<file path="config.mk">
export PLATFORM = sky130hd
export DESIGN_NAME = rect_fill_engine
export DESIGN_NICKNAME = d
export VERILOG_FILES = /design/src/rtl/rfe_pkg.sv /design/src/rtl/rfe_cmd_fifo.sv /design/src/rtl/rfe_regs.sv /design/src/rtl/rfe_span_walker.sv /design/src/rtl/rfe_expander.sv /design/src/rtl/rect_fill_engine.sv
export SDC_FILE = /design/constraint.sdc
export NUM_CORES = 2
export LEC_CHECK = 0
export BUFFER_PORTS_ARGS = -buffer_cell sky130_fd_sc_hd__buf_2
export CORE_ASPECT_RATIO = 0.8
export CORE_MARGIN = 2
export CORE_UTILIZATION = 59
export DETAILED_ROUTE_END_ITERATION = 10
export PLACE_DENSITY = 0.85
export SLEW_MARGIN = 20
export SYNTH_ARGS = -nofsm -noshare
export SYNTH_HDL_FRONTEND = slang
export SYNTH_SLANG_ARGS = --single-unit
</file>
<file path="constraint.sdc">
create_clock -name clk -period 12.8 [get_ports clk]
set_clock_uncertainty 0.1 [all_clocks]
set_input_delay 0.64 -clock clk [delete_from_list [all_inputs] [get_ports clk]]
set_output_delay 0.64 -clock clk [all_outputs]
set_load 0.01 [all_outputs]
</file>
<file path="src/rtl/rfe_pkg.sv">
package rfe_pkg;
    localparam int REG_AW     = 12;
    localparam int PITCH_LOG2 = 11;
    localparam int MEM_AW     = 16 + PITCH_LOG2 + 1;
    localparam int GROUP      = 32;

    localparam logic [REG_AW-1:0] OFF_DST  = 12'h000;
    localparam logic [REG_AW-1:0] OFF_SIZE = 12'h004;
    localparam logic [REG_AW-1:0] OFF_PAT  = 12'h008;
    localparam logic [REG_AW-1:0] OFF_FG   = 12'h00C;
    localparam logic [REG_AW-1:0] OFF_BG   = 12'h010;
    localparam logic [REG_AW-1:0] OFF_CTRL = 12'h014;
    localparam logic [REG_AW-1:0] OP_FILL  = 12'h200;
    localparam logic [REG_AW-1:0] OFF_STAT = 12'h100;
    localparam logic [REG_AW-1:0] OFF_FREE = 12'h104;

    typedef struct packed {
        logic [REG_AW-1:0] addr;
        logic [31:0]       data;
    } cmd_t;

    typedef struct packed {
        logic [15:0] x;
        logic [15:0] y;
    } xy_t;

    typedef struct packed {
        logic clip;
        logic transp;
    } ctrl_t;

    // number of columns visited per row
    function automatic logic [16:0] span_len(input logic [15:0] w, input logic clip);
        logic [16:0] wx;
        wx = {1'b0, w};
        return clip ? wx : ((wx + 17'(GROUP - 1)) & ~17'(GROUP - 1));
    endfunction

    function automatic logic [MEM_AW-1:0] pixel_addr(input xy_t org, input logic [15:0] row,
                                                     input logic [15:0] col);
        logic [15:0] py;
        logic [15:0] px;
        py = org.y + row;
        px = org.x + col;
        return (MEM_AW'(py) << PITCH_LOG2) + MEM_AW'(px);
    endfunction
endpackage

</file>
<file path="src/rtl/rfe_cmd_fifo.sv">
module rfe_cmd_fifo #(
    parameter int DEPTH = 32,
    parameter int W     = 44
) (
    input  logic                       clk,
    input  logic                       rst,
    input  logic                       push,
    input  logic [W-1:0]               din,
    input  logic                       pop,
    output logic [W-1:0]               dout,
    output logic                       empty,
    output logic                       full,
    output logic [$clog2(DEPTH+1)-1:0] free
);
    localparam int PW = (DEPTH > 1) ? $clog2(DEPTH) : 1;
    localparam int CW = $clog2(DEPTH + 1);

    logic [W-1:0]  store [DEPTH];
    logic [PW-1:0] wr_ptr, rd_ptr;
    logic [CW-1:0] count;

    function automatic logic [PW-1:0] bump(input logic [PW-1:0] p);
        return (p == PW'(DEPTH - 1)) ? '0 : p + PW'(1);
    endfunction

    assign empty = (count == '0);
    assign full  = (count == CW'(DEPTH));
    assign free  = CW'(DEPTH) - count;
    assign dout  = store[rd_ptr];

    always_ff @(posedge clk) begin
        if (push) store[wr_ptr] <= din;
    end

    always_ff @(posedge clk) begin
        if (rst) begin
            wr_ptr <= '0;
            rd_ptr <= '0;
            count  <= '0;
        end else begin
            if (push) wr_ptr <= bump(wr_ptr);
            if (pop)  rd_ptr <= bump(rd_ptr);
            case ({push, pop})
                2'b10:   count <= count + CW'(1);
                2'b01:   count <= count - CW'(1);
                default: count <= count;
            endcase
        end
    end
endmodule

</file>
<file path="src/rtl/rfe_regs.sv">
module rfe_regs
    import rfe_pkg::*;
(
    input  logic        clk,
    input  logic        rst,
    input  logic        apply,
    input  cmd_t        cmd,
    input  logic        walk_last,
    output xy_t         dst,
    output xy_t         size,
    output logic [31:0] pattern,
    output logic [31:0] fg,
    output logic [31:0] bg,
    output ctrl_t       ctrl,
    output logic        launch
);
    localparam logic [REG_AW-1:0] OFF_TRIG = OFF_SIZE | OP_FILL;

    always_comb begin
        launch = apply && (cmd.addr == OFF_TRIG)
                 && (cmd.data[31:16] != '0) && (cmd.data[15:0] != '0);
    end

    always_ff @(posedge clk) begin
        if (rst) begin
            dst     <= '0;
            size    <= '0;
            pattern <= '0;
            fg      <= '0;
            bg      <= '0;
            ctrl    <= '0;
        end else begin
            if (apply) begin
                case (cmd.addr)
                    OFF_DST:            dst     <= cmd.data;
                    OFF_SIZE, OFF_TRIG: size    <= cmd.data;
                    OFF_PAT:            pattern <= cmd.data;
                    OFF_FG:             fg      <= cmd.data;
                    OFF_BG:             bg      <= cmd.data;
                    OFF_CTRL:           ctrl    <= cmd.data[1:0];
                    default:            ;
                endcase
            end
            if (walk_last) dst.y <= dst.y + size.y;
        end
    end
endmodule

</file>
<file path="src/rtl/rfe_span_walker.sv">
module rfe_span_walker
    import rfe_pkg::*;
(
    input  logic        clk,
    input  logic        rst,
    input  logic        start,
    input  logic [15:0] width,
    input  logic [15:0] height,
    input  logic        clip,
    output logic        busy,
    output logic        last,
    output logic [16:0] col,
    output logic [15:0] row
);
    logic [16:0] span_q;
    logic [15:0] h_q;
    logic        row_end;

    assign row_end = (col == span_q - 17'd1);
    assign last    = busy && row_end && (row == h_q - 16'd1);

    always_ff @(posedge clk) begin
        if (rst) begin
            busy   <= 1'b0;
            span_q <= '0;
            h_q    <= '0;
            col    <= '0;
            row    <= '0;
        end else if (start && !busy) begin
            busy   <= 1'b1;
            span_q <= span_len(width, clip);
            h_q    <= height;
            col    <= '0;
            row    <= '0;
        end else if (busy) begin
            if (row_end) begin
                col <= '0;
                if (last) busy <= 1'b0;
                else      row  <= row + 16'd1;
            end else begin
                col <= col + 17'd1;
            end
        end
    end
endmodule

</file>
<file path="src/rtl/rfe_expander.sv">
module rfe_expander
    import rfe_pkg::*;
(
    input  logic                     active,
    input  logic [$clog2(GROUP)-1:0] lane,
    input  logic [GROUP-1:0]         pattern,
    input  logic [31:0]              fg,
    input  logic [31:0]              bg,
    input  logic                     transp,
    output logic                     we,
    output logic [31:0]              data
);
    logic [GROUP-1:0] lane_bits;

    // lane 0 (leftmost pixel) takes the most significant pattern bit
    for (genvar g = 0; g < GROUP; g++) begin : g_lane
        assign lane_bits[g] = pattern[GROUP-1-g];
    end

    logic hit;
    assign hit  = lane_bits[lane];
    assign we   = active && (hit || !transp);
    assign data = hit ? fg : bg;
endmodule

</file>
<file path="src/rtl/rect_fill_engine.sv">
module rect_fill_engine
    import rfe_pkg::*;
#(
    parameter int FIFO_DEPTH = 32
) (
    input  logic                clk,
    input  logic                rst,
    input  logic                reg_wr_en,
    input  logic [REG_AW-1:0]   reg_addr,
    input  logic [31:0]         reg_wdata,
    input  logic [REG_AW-1:0]   rd_addr,
    output logic [31:0]         rd_data,
    output logic                mem_we,
    output logic [MEM_AW-1:0]   mem_addr,
    output logic [31:0]         mem_wdata
);
    localparam int CNT_W = $clog2(FIFO_DEPTH + 1);
    localparam int CMD_W = $bits(cmd_t);

    cmd_t             push_cmd, head;
    logic             fifo_push, fifo_pop, fifo_empty, fifo_full;
    logic [CNT_W-1:0] free_cnt;

    xy_t         dst, size;
    logic [31:0] pattern, fg, bg;
    ctrl_t       ctrl;
    logic        launch;

    logic        walk_busy, walk_last;
    logic [16:0] col;
    logic [15:0] row;
    logic        busy_any;

    assign push_cmd  = '{addr: reg_addr, data: reg_wdata};
    assign fifo_push = reg_wr_en && !fifo_full;
    assign fifo_pop  = !fifo_empty && !walk_busy;
    assign busy_any  = walk_busy || !fifo_empty;

    rfe_cmd_fifo #(.DEPTH(FIFO_DEPTH), .W(CMD_W)) u_fifo (
        .clk   (clk),
        .rst   (rst),
        .push  (fifo_push),
        .din   (push_cmd),
        .pop   (fifo_pop),
        .dout  (head),
        .empty (fifo_empty),
        .full  (fifo_full),
        .free  (free_cnt)
    );

    rfe_regs u_regs (
        .clk       (clk),
        .rst       (rst),
        .apply     (fifo_pop),
        .cmd       (head),
        .walk_last (walk_last),
        .dst       (dst),
        .size      (size),
        .pattern   (pattern),
        .fg        (fg),
        .bg        (bg),
        .ctrl      (ctrl),
        .launch    (launch)
    );

    rfe_span_walker u_walk (
        .clk    (clk),
        .rst    (rst),
        .start  (launch),
        .width  (head.data[31:16]),
        .height (head.data[15:0]),
        .clip   (ctrl.clip),
        .busy   (walk_busy),
        .last   (walk_last),
        .col    (col),
        .row    (row)
    );

    rfe_expander u_exp (
        .active  (walk_busy),
        .lane    (col[$clog2(GROUP)-1:0]),
        .pattern (pattern),
        .fg      (fg),
        .bg      (bg),
        .transp  (ctrl.transp),
        .we      (mem_we),
        .data    (mem_wdata)
    );

    assign mem_addr = pixel_addr(dst, row, col[15:0]);

    always_comb begin
        case (rd_addr)
            OFF_STAT: rd_data = {24'd0, {8{busy_any}}};
            OFF_FREE: rd_data = 32'(free_cnt);
            default:  rd_data = '0;
        endcase
    end
endmodule

</file>
==> flow_metrics.py <==
metrics = {
    "yosys": {
        "synth_top_area_frac": 0.624,
        "synth_edf_count": 1408,
        "avgSynthCellArea_um2": 16.1,
        "ys.flop_type": "edfxtp_1",
        "syn_inst": 4209,
        "synthesis.area_um2": 67800,
        "yosys_warnings": 0,
        "synth_common_cells": "edfxtp_1, mux2i_1, nor2_1",
        "yosysSeqAreaShare": 0.693,
        "yosysMostFrequentCell": "edfxtp_1",
        "synth_top_area_cell": "edfxtp_1",
        "ys_ff_latch": 1642,
        "synthArstFlopShare": 0,
        "synth.area.top_cells": "edfxtp_1, mux4_2, dfxtp_1",
        "synth_cell_types": 95,
    },
    "outcome": {
        "status": "completed",
    },
    "clock_network": {
        "cts_root_buffer": "clkbuf_16",
        "cts_sinks": 1642,
        "clockBufferDepth": 3,
        "htree_levels": 4,
        "clk_latency_ns": 0.79,
        "tritoncts": "done",
        "numCtsBuffers": 145,
        "clk_pin_slew_ns": 0.07,
        "cts.repair.resized": 0,
        "cts_setup_buffers": 0,
        "hold_buffers": 0,
    },
    "cells_and_area": {
        "area_growth_pct": 9.88,
        "final_cell_area_um2": 74500,
        "layout-drive-gt1-share": 0.168,
        "fillers": 7243,
        "final_core_util": 0.652,
        "nNetsFinal": 4463,
    },
    "power_and_ir_drop": {
        "irDropWorstVdd_v": 0.000211,
        "powerDensity_nw_per_um2": 162,
        "pwr-share-seq": 0.492,
        "swShare": 0.273,
        "power_w": 0.0121,
        "power_leakage_nw": 24.6,
        "combPwrFrac": 0.155,
        "clock_power_share": 0.354,
        "p_switching_w": 0.00329,
        "internal-power_w": 0.00878,
    },
    "timing": {
        "relSlewSlack": 0.207,
        "setup_ws_ns": 6.44,
        "clock.fmax_ghz": 0.157,
        "worst_slew_pin_slew_ns": 1.19,
        "period_share": 0.497,
        "slew_violations": 0,
        "fin_crit_ns": 6.36,
        "hold_viol": 0,
        "grt_setup_unrepaired": "false",
        "setup-violations-final": 0,
        "tns_ns": 0,
    },
    "die": {
        "pin_count": 152,
        "row_count": 111,
        "die-height_um": 307,
        "dieWidth_um": 383,
        "start_util": 0.593,
        "dieArea_um2": 118000,
        "core_area_um2": 114000,
    },
    "setup_path": {
        "critPathLaunchType": "flop",
        "slowest_delay_ns": 0.62,
        "slowest_stage": "o311ai_0",
        "timing.critical_path.to_type": "primary output",
        "required_ns": 12.06,
        "crit_fanout": 14,
        "cp_cell_sequence": "buf_4, inv_1, fa_1, nor2b_1, o21ai_0, a21oi_1, o21ai_0, a21boi_0, o2111ai_1, nand3_1, nand2_1, o311ai_0, ha_1, inv_1, o21bai_1, a21oi_1, and3b_1, and3_1, nand4_1, xor2_1, buf_2",
        "crit_arrival_ns": 5.62,
        "crit_family": "compound AO/OA/AOI/OAI gates",
        "crit_buf_inv": 4,
        "worst-setup-path-type": "reg2out",
    },
    "drt": {
        "routed_wl_mm": 186,
        "vias": 41500,
        "routedWlPerCell_um": 31.1,
        "drtPass1Iterations": 8,
        "ant_nets": 0,
        "post_drt_via_cell_ratio": 6.95,
        "drt_iter0_drc": 7394,
        "drcViolationCount": 0,
    },
    "global_routing": {
        "globalRouteMet2Util": 0.490,
        "overflow": 0,
        "use_met3": 0.0825,
        "grt_max_degree": 138,
        "grt_antenna_before_repair": 13,
        "use_met1": 0.421,
        "grt_pass1_vias": 41000,
        "busiest_layer": "met2",
        "grt_pass1_wl_mm": 270,
        "grt_use_total": 0.315,
    },
    "placed_design": {
        "placed_cell_area_um2": 70000,
        "hpwl_mm": 97.1,
        "gp_congestion": 0.886,
        "io_buffers": 127,
        "dp_slack_ns": 6.88,
    },
    "hold_path": {
        "hp-class": "in2reg",
    },
    "job": {
        "max_cap_viol_count": 0,
    },
}
power groups by stage:
| stage | clock [W] | sequential (W) | combinational (W) |
|---|---|---|---|
| after global routing | 0.00446 | 0.00594 | 0.00193 |
| final | 0.00427 | 0.00594 | 0.00187 |
| after detailed placement | 0 | 0.00605 | 0.00177 |
| after CTS | 0.00427 | 0.00594 | 0.00181 |
| after floorplan | 0 | 0.00600 | 0.00121 |
| after global placement | 0 | 0.00604 | 0.00171 |
registers in the layout, indices dropped and copies added (netlist names), 16 cells and up, named ones only:
name,flops
u_walk.h_q,16
u_walk.col,17
u_regs.pattern,32
u_regs.size,16
u_regs.fg,32
u_walk.row,16
u_regs.dst,32
u_regs.bg,32
u_walk.span_q,17
u_fifo.store,1408
routing by layer:
metal / vias to the layer above / routed length (um)
li1: 16800 / -
met1: 20500 / 64400
met2: 3565 / 86500
met3: 663 / 26100
met4: 8 / 9070
met5: - / 72
cells by family after synthesis:
family          synth area share
xor+xnor                  0.0159
mux                        0.131
compound gates            0.0568
buf+inv                   0.0226
flops                      0.693
simple gates              0.0667
fa+ha+maj                 0.0138
other cells            0.0000553
stage by stage:
stage | hold slack [ns] | std cells
after global placement | 0.365 | 5710
after global routing | 0.261 | 5973
after CTS | 0.207 | 5971
final | 0.252 | 5980
after detailed placement | 0.362 | 5710
after floorplan | 0.337 | 4232
path summary, 6_finish.rpt:
path / end / slack (ns) / cells after the start / start
setup / recovery: mem_addr[24] / 6.44 / 21 / u_walk.col[1]$_SDFFE_PP0P_
hold / removal: u_fifo.store[18][36]$_DFFE_PP_ / 0.25 / 1 / reg_addr[4]
setup reg to reg: u_walk.span_q[8]$_SDFFE_PP0P_ / 6.59 / 10 / flop
hold reg to reg: flop / 0.38 / 2 / u_fifo.rd_ptr[4]$_SDFFE_PP0P_
cells in the final DEF (no fill, tap or decap), drive strengths merged, types with 12 or more instances in the layout:
cell / netlist / final
a211oi: 12 / 12
a21o: 16 / 16
a21oi: 106 / 106
a22oi: 149 / 149
a31oi: 24 / 24
and2: 24 / 24
and3: 21 / 21
buf: 158 / 202
clkbuf: 91 / 194
clkinv: 2 / 53
conb: 1 / 24
dfxtp: 234 / 234
edfxtp: 1408 / 1408
ha: 67 / 67
inv: 52 / 60
mux2: 49 / 49
mux2i: 350 / 350
mux4: 215 / 215
nand2: 101 / 101
nand2b: 17 / 17
nand3: 106 / 106
nand4: 46 / 46
nor2: 318 / 318
nor2b: 24 / 24
nor3: 115 / 115
nor4: 42 / 42
o211ai: 23 / 23
o21ai: 92 / 92
o22ai: 13 / 13
o311ai: 12 / 12
o31a: 13 / 13
or3: 24 / 24
or4: 13 / 13
xnor2: 74 / 74
xor2: 46 / 46
area by class of cell:
class                           instances  area [um2]  share of cell area
Clock buffer                          194        3960              0.0532
Timing Repair Buffer                  202        1230              0.0165
Antenna cell                            9        22.5            0.000302
Sequential cell                      1642       47000               0.631
Tap cell                             1525        1910              0.0256
Clock inverter                         67         517             0.00694
Multi-Input combinational cell       2287       19700               0.264
Inverter                               54         203             0.00272
No activity file was read; power rests on OpenSTA's default activity.
